$ cat config.mk
export PLATFORM = sky130hd
export DESIGN_NAME = linear_xlate_unit
export DESIGN_NICKNAME = d
export VERILOG_FILES = /design/src/rtl/lxu_pkg.sv /design/src/rtl/lxu_tlb.sv /design/src/rtl/lxu_walker.sv /design/src/rtl/linear_xlate_unit.sv
export SDC_FILE = /design/constraint.sdc
export NUM_CORES = 2
export LEC_CHECK = 0
export BUFFER_PORTS_ARGS = -buffer_cell sky130_fd_sc_hd__buf_2
export CAP_MARGIN = 20
export CORE_MARGIN = 2
export CORE_UTILIZATION = 60
export CTS_CLUSTER_SIZE = 20
export DETAILED_ROUTE_END_ITERATION = 12
export PLACE_DENSITY_LB_ADDON = 0.2
export SYNTH_ARGS = -nofsm -noshare
export SYNTH_HDL_FRONTEND = slang
export SYNTH_SLANG_ARGS = --single-unit
$ cat constraint.sdc
create_clock -name clk -period 4.86 [get_ports clk]
set_input_delay 0.729 -clock clk [delete_from_list [all_inputs] [get_ports clk]]
set_output_delay 0.729 -clock clk [all_outputs]
set_load 0.005 [all_outputs]
$ cat src/rtl/lxu_pkg.sv
// Shared widths and entry layout for the linear address translator.
// Assumes 32-bit addresses and 4 KB pages split 10/10/12.
package lxu_pkg;
    localparam int LIN_W   = 32;
    localparam int OFF_W   = 12;
    localparam int IDX_W   = 10;
    localparam int PN_W    = LIN_W - OFF_W;
    localparam int PRESENT_BIT = 0;
    localparam int NOCACHE_BIT = 4;

    typedef struct packed {
        logic [PN_W-1:0] frame;
        logic            nocache;
    } xlat_t;
endpackage

$ cat src/rtl/lxu_tlb.sv
// Fully associative cache of page translations with round-robin refill.
// Assumes a fill never targets a page that is already present (fills only follow misses).
module lxu_tlb
    import lxu_pkg::*;
#(
    parameter int DEPTH = 32
) (
    input  logic            clk,
    input  logic            rst_n,
    input  logic            flush,
    input  logic [PN_W-1:0] look_pn,
    output logic            hit,
    output xlat_t           hit_xlat,
    input  logic            fill,
    input  logic [PN_W-1:0] fill_pn,
    input  xlat_t           fill_xlat
);
    localparam int PTR_W = (DEPTH > 1) ? $clog2(DEPTH) : 1;

    logic [DEPTH-1:0] vld;
    logic [PN_W-1:0]  tag [DEPTH];
    xlat_t            dat [DEPTH];
    logic [DEPTH-1:0] match;
    logic [PTR_W-1:0] ptr;

    // per-entry tag comparators
    genvar g;
    generate
        for (g = 0; g < DEPTH; g++) begin : g_cmp
            assign match[g] = vld[g] && (tag[g] == look_pn);
        end
    endgenerate

    // merge the data of the matching entry
    always_comb begin
        hit      = |match;
        hit_xlat = '0;
        for (int i = 0; i < DEPTH; i++) begin
            if (match[i]) hit_xlat = hit_xlat | dat[i];
        end
    end

    // valid bits and replacement pointer; flush wins over fill
    always_ff @(posedge clk) begin
        if (!rst_n || flush) begin
            vld <= '0;
            ptr <= '0;
        end else if (fill) begin
            vld[ptr] <= 1'b1;
            ptr      <= (ptr == PTR_W'(DEPTH - 1)) ? '0 : ptr + 1'b1;
        end
    end

    // tag and data storage, written at the pointer
    always_ff @(posedge clk) begin
        if (fill && !flush) begin
            tag[ptr] <= fill_pn;
            dat[ptr] <= fill_xlat;
        end
    end
endmodule

$ cat src/rtl/lxu_walker.sv
// Two-step table walk: directory entry, then page table entry.
// Assumes the memory holds mem_rdata valid for the cycle mem_rvalid is high.
// done pulses with the result in the cycle the final entry arrives.
module lxu_walker
    import lxu_pkg::*;
(
    input  logic             clk,
    input  logic             rst_n,
    input  logic             start,
    input  logic [PN_W-1:0]  start_pn,
    input  logic [PN_W-1:0]  base_frame,
    output logic             busy,
    output logic             mem_req,
    output logic [LIN_W-1:0] mem_addr,
    input  logic             mem_rvalid,
    input  logic [LIN_W-1:0] mem_rdata,
    output logic             done,
    output logic             fault,
    output xlat_t            result
);
    typedef enum logic [1:0] {W_IDLE, W_DIR, W_TBL} wstate_t;

    wstate_t         st;
    logic [PN_W-1:0] pn_q;
    logic [PN_W-1:0] base_q;
    logic [PN_W-1:0] tbl_q;
    logic            present;

    assign present = mem_rdata[PRESENT_BIT];
    assign busy    = (st != W_IDLE);
    assign mem_req = busy;

    // entry address for the current level
    always_comb begin
        if (st == W_TBL) mem_addr = {tbl_q, pn_q[IDX_W-1:0], 2'b00};
        else             mem_addr = {base_q, pn_q[PN_W-1:IDX_W], 2'b00};
    end

    // completion and its result
    always_comb begin
        done   = mem_rvalid && ((st == W_TBL) || (st == W_DIR && !present));
        fault  = !present;
        result = '{frame: mem_rdata[LIN_W-1:OFF_W], nocache: mem_rdata[NOCACHE_BIT]};
    end

    // walk sequencing
    always_ff @(posedge clk) begin
        if (!rst_n) begin
            st <= W_IDLE;
        end else begin
            case (st)
                W_IDLE: if (start) st <= W_DIR;
                W_DIR:  if (mem_rvalid) st <= present ? W_TBL : W_IDLE;
                W_TBL:  if (mem_rvalid) st <= W_IDLE;
                default: st <= W_IDLE;
            endcase
        end
    end

    // walk operands captured at start and after the directory read
    always_ff @(posedge clk) begin
        if (st == W_IDLE && start) begin
            pn_q   <= start_pn;
            base_q <= base_frame;
        end
        if (st == W_DIR && mem_rvalid) tbl_q <= mem_rdata[LIN_W-1:OFF_W];
    end
endmodule

$ cat src/rtl/linear_xlate_unit.sv
// Top: accepts linear addresses, bypasses or translates, owns the directory base.
// Assumes one request in flight; the base should be written only when idle.
module linear_xlate_unit
    import lxu_pkg::*;
#(
    parameter int TLB_DEPTH = 32
) (
    input  logic             clk,
    input  logic             rst_n,
    input  logic             req_valid,
    output logic             req_ready,
    input  logic [LIN_W-1:0] req_lin,
    input  logic             pg_enable,
    input  logic             base_wr,
    input  logic [LIN_W-1:0] base_wdata,
    output logic             mem_req,
    output logic [LIN_W-1:0] mem_addr,
    input  logic             mem_rvalid,
    input  logic [LIN_W-1:0] mem_rdata,
    output logic             rsp_valid,
    output logic [LIN_W-1:0] rsp_phys,
    output logic             rsp_fault,
    output logic             rsp_cache_off
);
    logic             accept;
    logic             hit;
    xlat_t            hit_x;
    logic             walk_busy, walk_done, walk_fault, walk_start;
    xlat_t            walk_x;
    logic [PN_W-1:0]  base_frame;
    logic [PN_W-1:0]  pn_q;
    logic [OFF_W-1:0] off_q;

    assign req_ready  = !walk_busy;
    assign accept     = req_valid && req_ready;
    assign walk_start = accept && pg_enable && !hit;

    // directory base register
    always_ff @(posedge clk) begin
        if (!rst_n)       base_frame <= '0;
        else if (base_wr) base_frame <= base_wdata[LIN_W-1:OFF_W];
    end

    lxu_tlb #(.DEPTH(TLB_DEPTH)) u_tlb (
        .clk      (clk),
        .rst_n    (rst_n),
        .flush    (base_wr),
        .look_pn  (req_lin[LIN_W-1:OFF_W]),
        .hit      (hit),
        .hit_xlat (hit_x),
        .fill     (walk_done && !walk_fault),
        .fill_pn  (pn_q),
        .fill_xlat(walk_x)
    );

    lxu_walker u_walk (
        .clk       (clk),
        .rst_n     (rst_n),
        .start     (walk_start),
        .start_pn  (req_lin[LIN_W-1:OFF_W]),
        .base_frame(base_frame),
        .busy      (walk_busy),
        .mem_req   (mem_req),
        .mem_addr  (mem_addr),
        .mem_rvalid(mem_rvalid),
        .mem_rdata (mem_rdata),
        .done      (walk_done),
        .fault     (walk_fault),
        .result    (walk_x)
    );

    // hold page number and offset of the accepted request
    always_ff @(posedge clk) begin
        if (accept) begin
            pn_q  <= req_lin[LIN_W-1:OFF_W];
            off_q <= req_lin[OFF_W-1:0];
        end
    end

    // response register: bypass, hit or walk completion
    always_ff @(posedge clk) begin
        if (!rst_n) begin
            rsp_valid     <= 1'b0;
            rsp_phys      <= '0;
            rsp_fault     <= 1'b0;
            rsp_cache_off <= 1'b0;
        end else begin
            rsp_valid <= 1'b0;
            if (accept && !pg_enable) begin
                rsp_valid     <= 1'b1;
                rsp_phys      <= req_lin;
                rsp_fault     <= 1'b0;
                rsp_cache_off <= 1'b0;
            end else if (accept && hit) begin
                rsp_valid     <= 1'b1;
                rsp_phys      <= {hit_x.frame, req_lin[OFF_W-1:0]};
                rsp_fault     <= 1'b0;
                rsp_cache_off <= hit_x.nocache;
            end else if (walk_done) begin
                rsp_valid     <= 1'b1;
                rsp_phys      <= walk_fault ? '0 : {walk_x.frame, off_q};
                rsp_fault     <= walk_fault;
                rsp_cache_off <= walk_fault ? 1'b0 : walk_x.nocache;
            end
        end
    end
endmodule

# ---- Word level (Yosys, flattened, before mapping)
# Memory sizes are Yosys's and may differ from the RTL's.
# Cells that the tools add are included.
dict set report word_totals {
  reg_bits 186
  ram_bits 1312
  input_bits 102
  output_inout_bits 69
  wordCells 202
  mem_count 2
}
dict set report op_classes {
  add_sub_neg 1
  order_cmp 2
  eq_ne 38
  muxes 53
  n_bitwise 33
  n_reduce_logical 60
}
# name depth width rd rd_ports_with_merged_regs write_ports line_no
set memory_table {}
lappend memory_table {u_tlb.dat 32 21 32 0 1 lxu_tlb.sv:22} ;# xlat_t dat [DEPTH];
lappend memory_table {u_tlb.tag 32 20 32 0 1 lxu_tlb.sv:21} ;# logic [PN_W-1:0] tag [DEPTH];
# cell n
set op_table {}
lappend op_table {{21-bit two-way mux} 32}
lappend op_table {{21-bit OR} 31}
lappend op_table {{20-bit equality test} 32}
lappend op_table {{32-bit two-way mux} 5}
lappend op_table {{1-bit logical AND} 44}
lappend op_table {{32-bit OR} 1}
lappend op_table {{32-bit OR reduction} 1}
lappend op_table {{1-bit two-way mux} 9}
lappend op_table {{2-bit two-way mux} 4}
lappend op_table {{1-bit zero test} 6}
lappend op_table {{5-bit by 6-bit less-than comparator with 1-bit output, second input constant} 1}
lappend op_table {{2-bit case mux with 3 select lines} 1}
lappend op_table {{5-bit by 1-bit adder with 5-bit output, second input constant} 1}
lappend op_table {{1-bit demux with 5-bit select} 1}
lappend op_table {{5-bit equality test, second input constant} 1}
lappend op_table {{5-bit by 1-bit greater-or-equal comparator with 1-bit output, second input constant} 1}
lappend op_table {{5-bit two-way mux} 1}
lappend op_table {{2-bit inequality test, second input constant} 2}
lappend op_table {{2-bit nonzero test} 2}
lappend op_table {{3-bit AND reduction} 1}
lappend op_table {{3-bit nonzero test} 1}
lappend op_table {{3-bit OR reduction} 1}
lappend op_table {{2-bit by 1-bit equality test with 1-bit output, second input constant} 1}
lappend op_table {{2-bit equality test, second input constant} 1}
lappend op_table {{5 further kinds} 6}

# ---- Logic depth before layout (Yosys ltp)
dict set report depth {
  ltp_word 67
  ltp_mapped 13
  ltp_nobuf 9
}

# ---- Modules after synthesis
# A second synthesis with hierarchy kept.
dict set report hier_totals {
  hier_cells 3994
  area_unflattened_um2 60907.2
}
# mod n_inst cells_per_inst area_each_um2 seq_area_each_um2
set modules_own_cells {}
lappend modules_own_cells {lxu_tlb 1 3514 54701.2 40138.5}
lappend modules_own_cells {linear_xlate_unit 1 346 3604.7 2062.0}
lappend modules_own_cells {lxu_walker 1 134 2601.2 1841.8}

# ---- Worst setup path after synthesis
# Ideal clock, no wire load.
dict set report synth_timing {
  path_kind {input port to flip-flop}
  startpoint {input port mem_rvalid}
  endpoint {memory u_tlb.dat[20][0] (netlist bit) (enable)}
  setup_time_ns 0.440
  t_arrival_ns 3.499
  required_time_ns 4.420
  setup_slack_ns 0.921
  path_stages 7
  path_cell_list {and3_1 clkbuf_1 and2_1 clkbuf_1 nand2b_1 clkbuf_1 nor2_1}
}
dict set report synth_via {
  elab_chain_cells 5
}
# element line_no
set synth_lines {}
lappend synth_lines {{start: declaration} linear_xlate_unit.sv:18} ;# input logic mem_rvalid,
lappend synth_lines {{1-bit logical AND} lxu_walker.sv:41} ;# done = mem_rvalid && ((st == W_TBL) || (st == W_DIR && !present));
lappend synth_lines {{1-bit logical AND} linear_xlate_unit.sv:51} ;# .fill (walk_done && !walk_fault),
lappend synth_lines {{1-bit logical AND} lxu_tlb.sv:56} ;# if (fill && !flush) begin
lappend synth_lines {{1-bit two-way mux} lxu_tlb.sv:56}
lappend synth_lines {{1-bit two-way mux (implied by the code)} lxu_tlb.sv:58} ;# dat[ptr] <= fill_xlat;
lappend synth_lines {{end: declaration} lxu_tlb.sv:22}
# No other way between the ends.

# ---- Final worst setup path
dict set report layout_timing {
  startpoint {input port req_lin[17]}
  endpoint {register rsp_phys[21]}
}
dict set report layout_via {
  elab_chain_cells 67
  elab_cells_between_ends 132
}
# element line_no
set layout_lines {}
lappend layout_lines {{start: declaration} linear_xlate_unit.sv:12} ;# input logic [LIN_W-1:0] req_lin,
lappend layout_lines {{20-bit equality test} lxu_tlb.sv:30} ;# assign match[g] = vld[g] && (tag[g] == look_pn);
lappend layout_lines {{1-bit logical AND} lxu_tlb.sv:30}
lappend layout_lines {{21-bit two-way mux} lxu_tlb.sv:39} ;# if (match[i]) hit_xlat = hit_xlat | dat[i];
lappend layout_lines {{21-bit OR} lxu_tlb.sv:39}
lappend layout_lines {{21-bit two-way mux} lxu_tlb.sv:39}
lappend layout_lines {{21-bit OR} lxu_tlb.sv:39}
lappend layout_lines {{21-bit two-way mux} lxu_tlb.sv:39}
lappend layout_lines {{21-bit OR} lxu_tlb.sv:39}
lappend layout_lines {{[... 51 more ...]} --}
lappend layout_lines {{21-bit OR} lxu_tlb.sv:39}
lappend layout_lines {{21-bit two-way mux} lxu_tlb.sv:39}
lappend layout_lines {{21-bit OR} lxu_tlb.sv:39}
lappend layout_lines {{21-bit two-way mux} lxu_tlb.sv:39}
lappend layout_lines {{21-bit OR} lxu_tlb.sv:39}
lappend layout_lines {{21-bit two-way mux} lxu_tlb.sv:39}
lappend layout_lines {{32-bit two-way mux} linear_xlate_unit.sv:94} ;# end else if (accept && hit) begin
lappend layout_lines {{32-bit two-way mux} linear_xlate_unit.sv:89} ;# if (accept && !pg_enable) begin
lappend layout_lines {{end signal: assignment} linear_xlate_unit.sv:91} ;# rsp_phys <= req_lin;
lappend layout_lines {{end signal: assignment} linear_xlate_unit.sv:96} ;# rsp_phys <= {hit_x.frame, req_lin[OFF_W-1:0]};
lappend layout_lines {{end signal: assignment} linear_xlate_unit.sv:101} ;# rsp_phys <= walk_fault ? '0 : {walk_x.frame, off_q};
lappend layout_lines {{end: declaration} linear_xlate_unit.sv:21} ;# output logic [LIN_W-1:0] rsp_phys,
# Several ways; a longest one is shown, not always the timed one.
# A chain may end at the register's enable or synchronous reset.

==> results_dict.tcl <==
set metrics [dict create \
    outcome "completed" \
    min_period_over_period 0.818 \
    synth.avg_cell_area_um2 17.2 \
    final_antenna_net_count 0 \
    syn2layout_area_growth_pct 14.2 \
    synth_edf_count 1404 \
    wl_per_cell_um 35.5 \
    grt-ovfl-total 0 \
    cts_resized 0 \
    ff2ff_setup_slack_ns 1.09 \
    drv_cap 0 \
    syn_area_um2 57800 \
    yosys.area.top_type "edfxtp_1" \
    path_class "in -> reg" \
    cellLeakagePower_nw 21.6 \
    cts_buffers 146 \
    totalNegativeSetupSlack_ns 0 \
    root_buffer "clkbuf_16" \
    slew_headroom 0.222 \
    gp_congestion 0.908 \
    vias 34633 \
    ios 171 \
    worst_slew_pin_slew_ns 1.17 \
    drive_above_1_share 0.167 \
    grt_start_max_net_pins 42 \
    cp_data_arrival_time_ns 4.59 \
    cp_data_required_time_ns 5.48 \
    clkTransAtPathRegs_ns 0.06 \
    netlist_instances 3354 \
    htree_levels 4 \
    ff2ff_path_depth 6 \
    wl_mm 178 \
    die_area_um2 98900 \
    endpoint "rsp_phys[21]$_SDFFE_PN0P_" \
    rows 113 \
    synth_seq_cells 1498 \
    hold_ws_ns 0.160 \
    start_util 0.607 \
    antenna_found_initial 6 \
    core_um2 95300 \
    synthDistinctLibCells 47 \
    grt_pass1_wl_mm 246 \
    grt_pass1_vias 33267 \
    clock-sinks 1498 \
    critPathLaunchType "input port" \
    die_h_um 314 \
    drv_slew 0 \
    ir_drop_mv 0.422 \
    multiInputGateArea_um2 13000 \
    register_area_um2 44000 \
    route.detailed.drc 0 \
    p_per_area_nw_per_um2 405 \
    insertion_delay_ns 0.78 \
    setup_ws_ns 0.885 \
    die_w_um 314 \
    synthArstFlopShare 0 \
    cp_max_fo 20 \
    final_nets 3731 \
    fill_cells 5979 \
    hp-class "in -> reg" \
    post_cts.repair.setup_buffers 0 \
    end_kind "flip-flop" \
    ys.flop_type "edfxtp_1" \
    hpwl_mm 94.6 \
    synth_warnings 0 \
    hold_buffers 0 \
    drt_first_iter_violations 5450 \
    io_buffers 146 \
    timing.rr.end "u_tlb.tag[2][2]$_DFFE_PP_" \
    fin_skew_ns 0.0452 \
    setup_viol 0 \
    timing.fmax_mhz 252 \
    hold_violations 0 \
    track_usage 0.358 \
    place_ws_ns 0.403 \
    synth_top_area_share 0.729 \
    cts_tree "done" \
    cts_max_path_buffers 3 \
    startpoint "req_lin[17]" \
    vias_per_cell 6.91 \
    rsz0062_at_grt "no" \
    regToRegStartpoint "u_walk.st[1]$_SDFFE_PN0P_" \
    synth_area_leaders "edfxtp_1 73%, xor2_1 7.3%, dfxtp_1 3.3%" \
    yosysSeqAreaShare 0.762 \
    dr.pass1.iters 9 \
    min_period_ns 3.97 \
]
==> power breakdown <==
group          leakage, nW  switching [W]  internal, W
logic                 5.87       0.000748     0.000302
registers             13.4      0.0000557       0.0142
clock network         2.35        0.00487      0.00658
total                 21.6        0.00567       0.0211
==> metrics by stage <==
| stage | util | instances | instance area, um2 | total power [W] |
|---|---|---|---|---|
| global route | 0.693 | 5010 | 66000 | 0.0273 |
| CTS | 0.693 | 5009 | 66000 | 0.0267 |
| finish | 0.693 | 5012 | 66000 | 0.0267 |
| floorplan | - | 3355 | 57800 | 0.0150 |
| detailed placement | 0.642 | 4740 | 61200 | 0.0155 |
| global placement | 0.642 | 4740 | 61200 | 0.0155 |
==> cells by family (layout without fill, tap and decap cells) <==
group,after synthesis,count (layout),synth area share
fa+ha+maj,5,5,0.00108
xor+xnor,639,639,0.0968
buf+inv,218,608,0.0204
simple gates,485,485,0.0464
other cells,1,4,0.0000648
flops,1498,1498,0.762
mux,50,50,0.00930
compound gates,458,458,0.0644
==> routing by layer <==
metal / vias up / share of wire / global-route usage
met2: 2850 / 0.47 / 0.566
met4: 8 / 0.046 / 0.150
li1: 13645 / - / -
met1: 17548 / 0.35 / 0.477
met5: - / 0.00031 / 0
met3: 582 / 0.14 / 0.0936
==> layout by cell type, fill, tap and decap left out, types with 44 or more instances in the layout <==
cell type / Yosys / final
nor4_1: 124 / 124
xor2_1: 481 / 481
nand2_1: 44 / 44
a21oi_1: 58 / 58
dfxtp_1: 94 / 94
a22o_1: 168 / 168
nand4_1: 106 / 106
clkbuf_16: 0 / 148
xnor2_1: 158 / 158
edfxtp_1: 1404 / 1404
a221oi_1: 168 / 168
buf_4: 26 / 130
buf_2: 51 / 146
==> Yosys cell counts (26+ instances only) <==
library cell / number
xor2_1: 481
edfxtp_1: 1404
buf_6: 27
buf_2: 51
xnor2_1: 158
clkbuf_1: 86
buf_4: 26
nand4_1: 106
a221oi_1: 168
a22o_1: 168
nor2_1: 74
a21oi_1: 58
nor3_1: 66
nand2_1: 44
nor4_1: 124
dfxtp_1: 94
mux2_2: 30
inv_1: 27
==> layout make-up <==
cell class,instances,share of cell area
Sequential cell,1498,0.667
Antenna cell,2,0.0000758
Multi-Input combinational cell,1639,0.197
Tap cell,1265,0.0240
Timing Repair Buffer,312,0.0367
Clock buffer,194,0.0598
Inverter,27,0.00153
Clock inverter,75,0.0138
==> critical path, cell delays in order <==
cell	delay (ns)
buf_2	0.64
buf_4	0.25
xor2_1	0.08
nor4_1	0.36
nand4_1	0.23
nor3_2	0.49
nor4_1	0.16
and4_4	0.23
and2_1	0.21
buf_12	0.18
nor4_1	0.77
o32ai_1	0.18
==> worst min path at each step <==
stage                               start                          to  slack, ns  depth (start not counted)
2_1_floorplan  base_frame[0]$_SDFFE_PN0P_  u_walk.base_q[0]$_DFFE_PP_       0.41                          0
4_1_cts                        req_lin[3]          off_q[3]$_DFFE_PP_       0.12                          1
6_report                       req_lin[3]          off_q[3]$_DFFE_PP_       0.16                          1
3_5_place_dp   base_frame[5]$_SDFFE_PN0P_  u_walk.base_q[5]$_DFFE_PP_       0.41                          0
5_1_grt                        req_lin[6]          off_q[6]$_DFFE_PP_       0.12                          1
3_3_place_gp   base_frame[6]$_SDFFE_PN0P_  u_walk.base_q[6]$_DFFE_PP_       0.41                          0
==> registers in the layout, indices dropped and copies added, names as in the netlist <==
register       flops
base_frame        20
off_q             12
pn_q              20
rsp_cache_off      1
rsp_fault          1
rsp_phys          32
rsp_valid          1
u_tlb.dat        672
u_tlb.ptr          5
u_tlb.tag        640
u_tlb.vld         32
u_walk.base_q     20
u_walk.pn_q       20
u_walk.st          2
u_walk.tbl_q      20
Power figures use the tool's default switching activity.
